$ cat src/rtl/dbg_xfer_pkg.sv
package dbg_xfer_pkg;
  typedef struct packed {
    logic capture;
    logic shift;
    logic update;
  } scan_ctl_t;

  typedef enum logic [1:0] {
    DTR_NONE  = 2'd0,
    DTR_WRITE = 2'd1,
    DTR_READ  = 2'd2
  } dtr_op_e;
endpackage

$ cat src/rtl/dbg_itr_chain.sv
module dbg_itr_chain
  import dbg_xfer_pkg::*;
#(
  parameter int unsigned DATA_W = 32
) (
  input  logic              clk_i,
  input  logic              rst_ni,
  input  logic              sel_i,
  input  scan_ctl_t         ctl_i,
  input  logic              tdi_i,
  input  logic              ready_i,
  output logic              tdo_o,
  output logic [DATA_W-1:0] itr_o,
  output logic              itr_valid_o
);
  localparam int unsigned LEN = DATA_W + 1;

  logic [LEN-1:0]    sr_q;
  logic              cap_rdy_q;
  logic [DATA_W-1:0] itr_q;
  logic              valid_q;

  always_ff @(posedge clk_i or negedge rst_ni) begin
    if (!rst_ni) begin
      sr_q      <= '0;
      cap_rdy_q <= 1'b0;
      itr_q     <= '0;
      valid_q   <= 1'b0;
    end else if (sel_i) begin
      if (ctl_i.capture) begin
        // only the Ready bit carries information on capture
        sr_q      <= {ready_i, {DATA_W{1'b0}}};
        cap_rdy_q <= ready_i;
      end else if (ctl_i.shift) begin
        sr_q <= {tdi_i, sr_q[LEN-1:1]};
      end else if (ctl_i.update && cap_rdy_q) begin
        itr_q   <= sr_q[DATA_W-1:0];
        valid_q <= 1'b1;
      end
    end
  end

  assign tdo_o       = sr_q[0];
  assign itr_o       = itr_q;
  assign itr_valid_o = valid_q;
endmodule

$ cat src/rtl/dbg_dtr_chain.sv
module dbg_dtr_chain
  import dbg_xfer_pkg::*;
#(
  parameter int unsigned DATA_W = 32
) (
  input  logic              clk_i,
  input  logic              rst_ni,
  input  logic              sel_i,
  input  dtr_op_e           op_i,
  input  scan_ctl_t         ctl_i,
  input  logic              tdi_i,
  input  logic              nretry_i,
  output logic              tdo_o,
  output logic [DATA_W-1:0] rx_data_o,
  output logic              rx_valid_o,
  input  logic              rx_ack_i,
  input  logic [DATA_W-1:0] tx_data_i,
  input  logic              tx_we_i,
  output logic              tx_full_o
);
  localparam int unsigned LEN = DATA_W + 2;

  logic [LEN-1:0]    sr_q;
  logic              cap_rdy_q;
  logic [DATA_W-1:0] rx_q;
  logic              rx_full_q;
  logic [DATA_W-1:0] tx_q;
  logic              tx_full_q;
  logic              upd_wr;
  logic              upd_rd;

  assign upd_wr = sel_i && ctl_i.update && cap_rdy_q && (op_i == DTR_WRITE);
  assign upd_rd = sel_i && ctl_i.update && cap_rdy_q && (op_i == DTR_READ);

  always_ff @(posedge clk_i or negedge rst_ni) begin
    if (!rst_ni) begin
      sr_q      <= '0;
      cap_rdy_q <= 1'b0;
    end else if (sel_i) begin
      if (ctl_i.capture) begin
        unique case (op_i)
          DTR_WRITE: begin
            sr_q      <= {nretry_i, ~rx_full_q, {DATA_W{1'b0}}};
            cap_rdy_q <= ~rx_full_q;
          end
          DTR_READ: begin
            sr_q      <= {nretry_i, tx_full_q, tx_q};
            cap_rdy_q <= tx_full_q;
          end
          default: begin
            sr_q      <= '0;
            cap_rdy_q <= 1'b0;
          end
        endcase
      end else if (ctl_i.shift) begin
        sr_q <= {tdi_i, sr_q[LEN-1:1]};
      end
    end
  end

  always_ff @(posedge clk_i or negedge rst_ni) begin
    if (!rst_ni) begin
      rx_q      <= '0;
      rx_full_q <= 1'b0;
    end else if (upd_wr) begin
      rx_q      <= sr_q[DATA_W-1:0];
      rx_full_q <= 1'b1;
    end else if (rx_ack_i) begin
      rx_full_q <= 1'b0;
    end
  end

  always_ff @(posedge clk_i or negedge rst_ni) begin
    if (!rst_ni) begin
      tx_q      <= '0;
      tx_full_q <= 1'b0;
    end else if (tx_we_i) begin
      tx_q      <= tx_data_i;
      tx_full_q <= 1'b1;
    end else if (upd_rd) begin
      tx_full_q <= 1'b0;
    end
  end

  assign tdo_o      = sr_q[0];
  assign rx_data_o  = rx_q;
  assign rx_valid_o = rx_full_q;
  assign tx_full_o  = tx_full_q;
endmodule

$ cat src/rtl/dbg_issue_ctrl.sv
module dbg_issue_ctrl (
  input  logic clk_i,
  input  logic rst_ni,
  input  logic rti_i,
  input  logic path_i,
  input  logic exec_en_i,
  input  logic itr_valid_i,
  input  logic done_i,
  output logic ready_o,
  output logic busy_o,
  output logic issue_o
);
  logic rti_q;
  logic busy_q;
  logic issue_q;
  logic fire;

  assign ready_o = exec_en_i && !busy_q;
  // one issue per entry into Run-Test/Idle, not per cycle spent there
  assign fire    = rti_i && !rti_q && path_i && ready_o && itr_valid_i;

  always_ff @(posedge clk_i or negedge rst_ni) begin
    if (!rst_ni) begin
      rti_q   <= 1'b0;
      busy_q  <= 1'b0;
      issue_q <= 1'b0;
    end else begin
      rti_q   <= rti_i;
      issue_q <= fire;
      if (fire)        busy_q <= 1'b1;
      else if (done_i) busy_q <= 1'b0;
    end
  end

  assign busy_o  = busy_q;
  assign issue_o = issue_q;
endmodule

$ cat src/rtl/dbg_xfer_chains.sv
module dbg_xfer_chains
  import dbg_xfer_pkg::*;
#(
  parameter int unsigned  DATA_W    = 32,
  parameter int unsigned  IR_W      = 5,
  parameter int unsigned  CHAIN_W   = 5,
  parameter logic [4:0]   IR_EXTEST = 5'h00,
  parameter logic [4:0]   IR_INTEST = 5'h0C,
  parameter logic [4:0]   IR_ITRSEL = 5'h1D,
  parameter int unsigned  CHAIN_ITR = 4,
  parameter int unsigned  CHAIN_DTR = 5
) (
  input  logic               clk_i,
  input  logic               rst_ni,
  input  logic               capture_dr_i,
  input  logic               shift_dr_i,
  input  logic               update_dr_i,
  input  logic               rti_i,
  input  logic               tdi_i,
  output logic               tdo_o,
  input  logic [CHAIN_W-1:0] chain_i,
  input  logic [IR_W-1:0]    ir_i,
  input  logic               exec_en_i,
  output logic               issue_o,
  output logic [DATA_W-1:0]  opcode_o,
  input  logic               done_i,
  output logic [DATA_W-1:0]  rx_data_o,
  output logic               rx_valid_o,
  input  logic               rx_ack_i,
  input  logic [DATA_W-1:0]  tx_data_i,
  input  logic               tx_we_i,
  output logic               tx_full_o
);
  localparam logic [IR_W-1:0]    IrExt  = IR_W'(IR_EXTEST);
  localparam logic [IR_W-1:0]    IrInt  = IR_W'(IR_INTEST);
  localparam logic [IR_W-1:0]    IrSel  = IR_W'(IR_ITRSEL);
  localparam logic [CHAIN_W-1:0] ChItr  = CHAIN_W'(CHAIN_ITR);
  localparam logic [CHAIN_W-1:0] ChDtr  = CHAIN_W'(CHAIN_DTR);

  scan_ctl_t ctl;
  dtr_op_e   dtr_op;
  logic      ir_data;
  logic      sel_itr;
  logic      sel_dtr;
  logic      ready;
  logic      busy;
  logic      itr_valid;
  logic      itr_tdo;
  logic      dtr_tdo;

  assign ctl     = '{capture: capture_dr_i, shift: shift_dr_i, update: update_dr_i};
  assign ir_data = (ir_i == IrExt) || (ir_i == IrInt);
  assign sel_itr = (ir_i == IrSel) || ((chain_i == ChItr) && ir_data);
  assign sel_dtr = (chain_i == ChDtr) && ir_data;
  assign dtr_op  = (ir_i == IrExt) ? DTR_WRITE :
                   (ir_i == IrInt) ? DTR_READ  : DTR_NONE;

  dbg_itr_chain #(.DATA_W(DATA_W)) u_itr (
    .clk_i       (clk_i),
    .rst_ni      (rst_ni),
    .sel_i       (sel_itr),
    .ctl_i       (ctl),
    .tdi_i       (tdi_i),
    .ready_i     (ready),
    .tdo_o       (itr_tdo),
    .itr_o       (opcode_o),
    .itr_valid_o (itr_valid)
  );

  dbg_dtr_chain #(.DATA_W(DATA_W)) u_dtr (
    .clk_i      (clk_i),
    .rst_ni     (rst_ni),
    .sel_i      (sel_dtr),
    .op_i       (dtr_op),
    .ctl_i      (ctl),
    .tdi_i      (tdi_i),
    .nretry_i   (~busy),
    .tdo_o      (dtr_tdo),
    .rx_data_o  (rx_data_o),
    .rx_valid_o (rx_valid_o),
    .rx_ack_i   (rx_ack_i),
    .tx_data_i  (tx_data_i),
    .tx_we_i    (tx_we_i),
    .tx_full_o  (tx_full_o)
  );

  dbg_issue_ctrl u_issue (
    .clk_i       (clk_i),
    .rst_ni      (rst_ni),
    .rti_i       (rti_i),
    .path_i      (sel_itr || sel_dtr),
    .exec_en_i   (exec_en_i),
    .itr_valid_i (itr_valid),
    .done_i      (done_i),
    .ready_o     (ready),
    .busy_o      (busy),
    .issue_o     (issue_o)
  );

  assign tdo_o = sel_itr ? itr_tdo : (sel_dtr ? dtr_tdo : 1'b0);
endmodule

$ cat config.mk
export PLATFORM = sky130hd
export DESIGN_NAME = dbg_xfer_chains
export DESIGN_NICKNAME = d
export VERILOG_FILES = /design/src/rtl/dbg_xfer_pkg.sv /design/src/rtl/dbg_itr_chain.sv /design/src/rtl/dbg_dtr_chain.sv /design/src/rtl/dbg_issue_ctrl.sv /design/src/rtl/dbg_xfer_chains.sv
export SDC_FILE = /design/constraint.sdc
export NUM_CORES = 1
export LEC_CHECK = 0
export BUFFER_PORTS_ARGS = -buffer_cell sky130_fd_sc_hd__buf_2
export CAP_MARGIN = 25
export CORE_MARGIN = 10
export CORE_UTILIZATION = 45
export CTS_CLUSTER_DIAMETER = 120
export CTS_CLUSTER_SIZE = 10
export DETAILED_ROUTE_END_ITERATION = 16
export PLACE_DENSITY = 0.79
export SYNTH_ARGS = -nofsm -noshare
export SYNTH_HDL_FRONTEND = slang
export SYNTH_HIERARCHICAL = 1
export SYNTH_SLANG_ARGS = --single-unit
$ cat constraint.sdc
create_clock -name clk_i -period 1.25 [get_ports clk_i]
set_clock_uncertainty 0.05 [all_clocks]
set_input_delay 0.1875 -clock clk_i [delete_from_list [all_inputs] [get_ports clk_i]]
set_output_delay 0.1875 -clock clk_i [all_outputs]
set_load 0.1 [all_outputs]
==> metrics.log <==
INFO  metric die_h = around 150 um
INFO  metric buffers_inverters_on_critical_path = 1
INFO  metric cp_data_required_time = between 1000 and 1500 ps
INFO  metric worst_slew_margin_rel = 0.810
INFO  metric clock_tree_root_driver_cell = clkbuf_16
INFO  metric worst_setup_path_end_kind = output pin
INFO  metric start_kind = flip-flop
INFO  metric top_level_ports = ~120
INFO  metric timing.final.crit_period = 1650 ps
INFO  metric worst-r2r-setup-slack = -110 ps
INFO  metric first_pass_iters = 4
INFO  metric floorplan.initialDensity = 0.458
INFO  metric detailroute.wirelength.met2 = roughly 11000 um
INFO  metric netlist_instances = ~550
INFO  metric worst_r2r_startpoint = u_dtr/cap_rdy_q
INFO  metric critical_path.slowest_cell = dfrtp_1
INFO  metric syn-mean-instance-area = ~13 um^2
INFO  metric ys_types = 37
INFO  metric synth_edf_count = 0
INFO  metric dieArea = roughly 0.022 mm^2
INFO  metric cts_tree = done
INFO  metric cts.htree.levels = 4
INFO  metric drive_gt1_frac = 0.541
INFO  metric violations = setup timing
INFO  metric met3RoutedLength = ~1000 um
INFO  metric synth.yosys.seq_area_share = 0.591
INFO  metric cp_data_arrival_time = approximately 1400 ps
INFO  metric timing.fmax = around 0.6 GHz
INFO  metric worstSetupPathDepth = 4
INFO  metric floorplan.core_area = 0.0158 mm^2
INFO  metric placed_cells = between 800 and 900
INFO  metric globalRouteOverflowTotal = 0
INFO  metric cts_made_buffers = 17
INFO  metric cts-root-to-sink-buffers = 2
INFO  metric routed_via_count = about 5.3k
INFO  metric most-common-layout-cells = 167 x dfrtp_1, 88 x buf_12, 76 x buf_4
INFO  metric post_synth_instance_area = 0.00724 mm^2
INFO  metric place_hpwl = about 12000 um
INFO  metric clkSinkCount = roughly 170
INFO  metric reg2regPathDepth = 4
INFO  metric synth_ff_type = dfrtp_1
INFO  metric asyncSetResetFlopFracSynth = 1.00
INFO  metric critical_path.startpoint = u_dtr/sr_q[0]
INFO  metric critical_path.endpoint = tdo_o
INFO  metric layout_worst_path_cycle_share = 1.32
INFO  metric cp_max_fo = 2
INFO  metric cts.reportedPaths.clkPinSlew = ~60 ps
INFO  metric detailedPlace.worstSlack = -649 ps
INFO  metric detail_route.vias_per_cell = a little over 5
INFO  metric final_cells = approximately 1.0k
INFO  metric maxUsedRoutingLayer = met5
INFO  metric m1WireLength = 8110 um
INFO  metric most_common_cell_after_layout_fill_and_taps_aside = dfrtp_1
INFO  metric antenna_violations_before_repair = 3
INFO  metric setup_slack = -404 ps
INFO  metric num_rows = 46
INFO  metric outcome = complete, but fails checks
INFO  metric critical_path.top_delay_family = flip-flops
INFO  metric ant_nets = 0
INFO  metric clock_insertion_delay_worst_skew = 420 ps
INFO  metric cpPeakStageDelay = about 400 ps
INFO  metric areaGrowthSynthToFinish = 60.5%
INFO  metric timing_worst_slew_pin_value = 284 ps
INFO  metric max-cap-violations = 0
INFO  metric worstReg2RegEnd = u_dtr/rx_data_o[9]
INFO  metric gr-usage-all-layers = 0.189
INFO  metric synth.yosys.warnings = 6
INFO  metric power_density = 1020 mW/mm^2
INFO  metric wl_per_cell = about 20 um
INFO  metric finalHoldViolations = 0
INFO  metric unrepaired_setup_endpoints_after_global_routing = true
INFO  metric mapped_nets = 608
INFO  metric io_buffer_count = 120
INFO  metric die_outline_width = approximately 150 um
INFO  metric slew_violations = 0
INFO  metric grt_start_max_net_pins = 46
INFO  metric drt_iter0_markers = about 230
INFO  metric wirelength = between 20000 and 25000 um
INFO  metric critical_path_class = reg2out
INFO  metric route.detailed.drc = 0
INFO  metric cp_cell_sequence = and2_4, nand4_1, o221ai_4, buf_12
INFO  metric setup_violations = between 150 and 200
INFO  metric ir_worst_vdd = 0.00103 V
INFO  metric final.fill_count = 893
INFO  metric place_congestion = roughly 0.8
INFO  metric p_leak = 0.00540 uW
INFO  metric first_global_vias = about 6.0k
INFO  metric grt_pass1_wl = between 30000 and 40000 um
INFO  metric synth.ff_latch_count = about 170
INFO  metric net_count_of_the_finished_layout = about 860
INFO  metric class_of_the_tightest_hold_or_removal_check = in2reg
## how the worst min path moves through the flow
stage	from	endpoint	cells after the start
floorplan	rst_ni	u_dtr/cap_rdy_q	0
global placement	rst_ni	u_itr/sr_q[2]	1
detailed placement	rst_ni	u_itr/sr_q[2]	1
CTS	tdi_i	u_itr/sr_q[32]	3
global route	tdi_i	u_dtr/sr_q[33]	3
finish	tdi_i	u_dtr/sr_q[33]	3
## Yosys cell counts, types with 2 or more instances
cell type | number | share of area
a21oi_1 | 4 | 0.0028
a22oi_1 | 32 | 0.033
and2_1 | 2 | 0.0017
buf_2 | 15 | 0.010
buf_6 | 7 | 0.011
clkbuf_1 | 11 | 0.0057
dfrtp_1 | 171 | 0.59
ha_1 | 2 | 0.0035
inv_1 | 11 | 0.0057
mux2_2 | 40 | 0.062
mux2_4 | 58 | 0.12
mux2i_1 | 2 | 0.0028
nand2_1 | 70 | 0.036
nand2b_1 | 34 | 0.029
nand4_1 | 3 | 0.0026
nand4_4 | 2 | 0.0059
nor2b_1 | 2 | 0.0017
o21ai_0 | 57 | 0.039
o21ai_1 | 12 | 0.0083
## registers in the layout, summed over array words and instances, names as in the netlist
name	flops
u_issue/rti_q	1
u_dtr/sr_q	34
u_dtr/cap_rdy_q	1
u_itr/itr_o	32
u_itr/cap_rdy_q	1
u_dtr/tx_q	32
u_dtr/rx_data_o	32
u_dtr/tx_full_o	1
u_itr/sr_q	33
u_issue/issue_o	1
u_issue/busy_o	1
u_itr/itr_valid_o	1
u_dtr/rx_valid_o	1
## power breakdown
part	leakage, uW	total (uW)	switching [uW]	internal [uW]
clock network	0.000283	5300	2160	3140
logic	0.00282	763	363	400
registers	0.00230	5780	110	5670
## tightest hold or removal path, stage by stage
cell	delay, ps
buf_2	140
a21oi_4	70
a21oi_2	120
## metal layers
layer / vias up / global-route usage
li1: 2432 / -
met1: 2716 / 0.209
met2: 131 / 0.340
met3: 27 / 0.0587
met4: 2 / 0.0556
met5: - / 0
## final cells by class
class                      count  area (um^2)  area share
antenna                        1         2.50    0.000215
inverter                      11         43.8     0.00377
clock inverter                10          114     0.00979
timing repair buffer         269         3340       0.288
sequential                   171         4280       0.368
multi-input combinational    337         3090       0.265
clock buffer                  21          480      0.0413
tap                          216          270      0.0232
## logic make-up (layout without fill, tap and decap cells)
family / count (synthesis) / in the layout / synth area share
buffers and inverters: 46 / 311 / 0.0342
muxes: 100 / 100 / 0.185
adders and majority gates: 2 / 2 / 0.00345
other: 0 / 1 / 0
AOI/OAI and AO/OA: 110 / 111 / 0.0907
and+or+nand+nor: 123 / 123 / 0.0945
xor gates and xnor gates: 1 / 1 / 0.00121
DFF: 171 / 171 / 0.591
## timing repair
| item | 4_1_cts | 5_1_grt |
|---|---|---|
| setup buffers | 47 | 17 |
| hold endpoints to repair | 207 | 0 |
| pin swaps | 7 | 11 |
| gates resized for setup | 41 | 19 |
| hold buffers | 37 | 0 |
| setup endpoints to repair | 200 | 204 |
| gates cloned | 11 | 0 |
## metrics by stage
stage | hold slack (ps) | utilization | power [uW] | TNS [ps] | instance area [um^2]
2_1_floorplan | -158 | - | 6130 | -49310 | 7530
3_3_place_gp | -12.4 | 0.611 | 6460 | -70180 | 9670
3_5_place_dp | -11.4 | 0.611 | 6510 | -75460 | 9670
4_1_cts | 52.4 | 0.722 | 11900 | -24420 | 11400
5_1_grt | 96.6 | 0.735 | 12200 | -39860 | 11600
6_report | 92.2 | 0.735 | 11800 | -27840 | 11600
No activity file was read; power rests on OpenSTA's default activity.
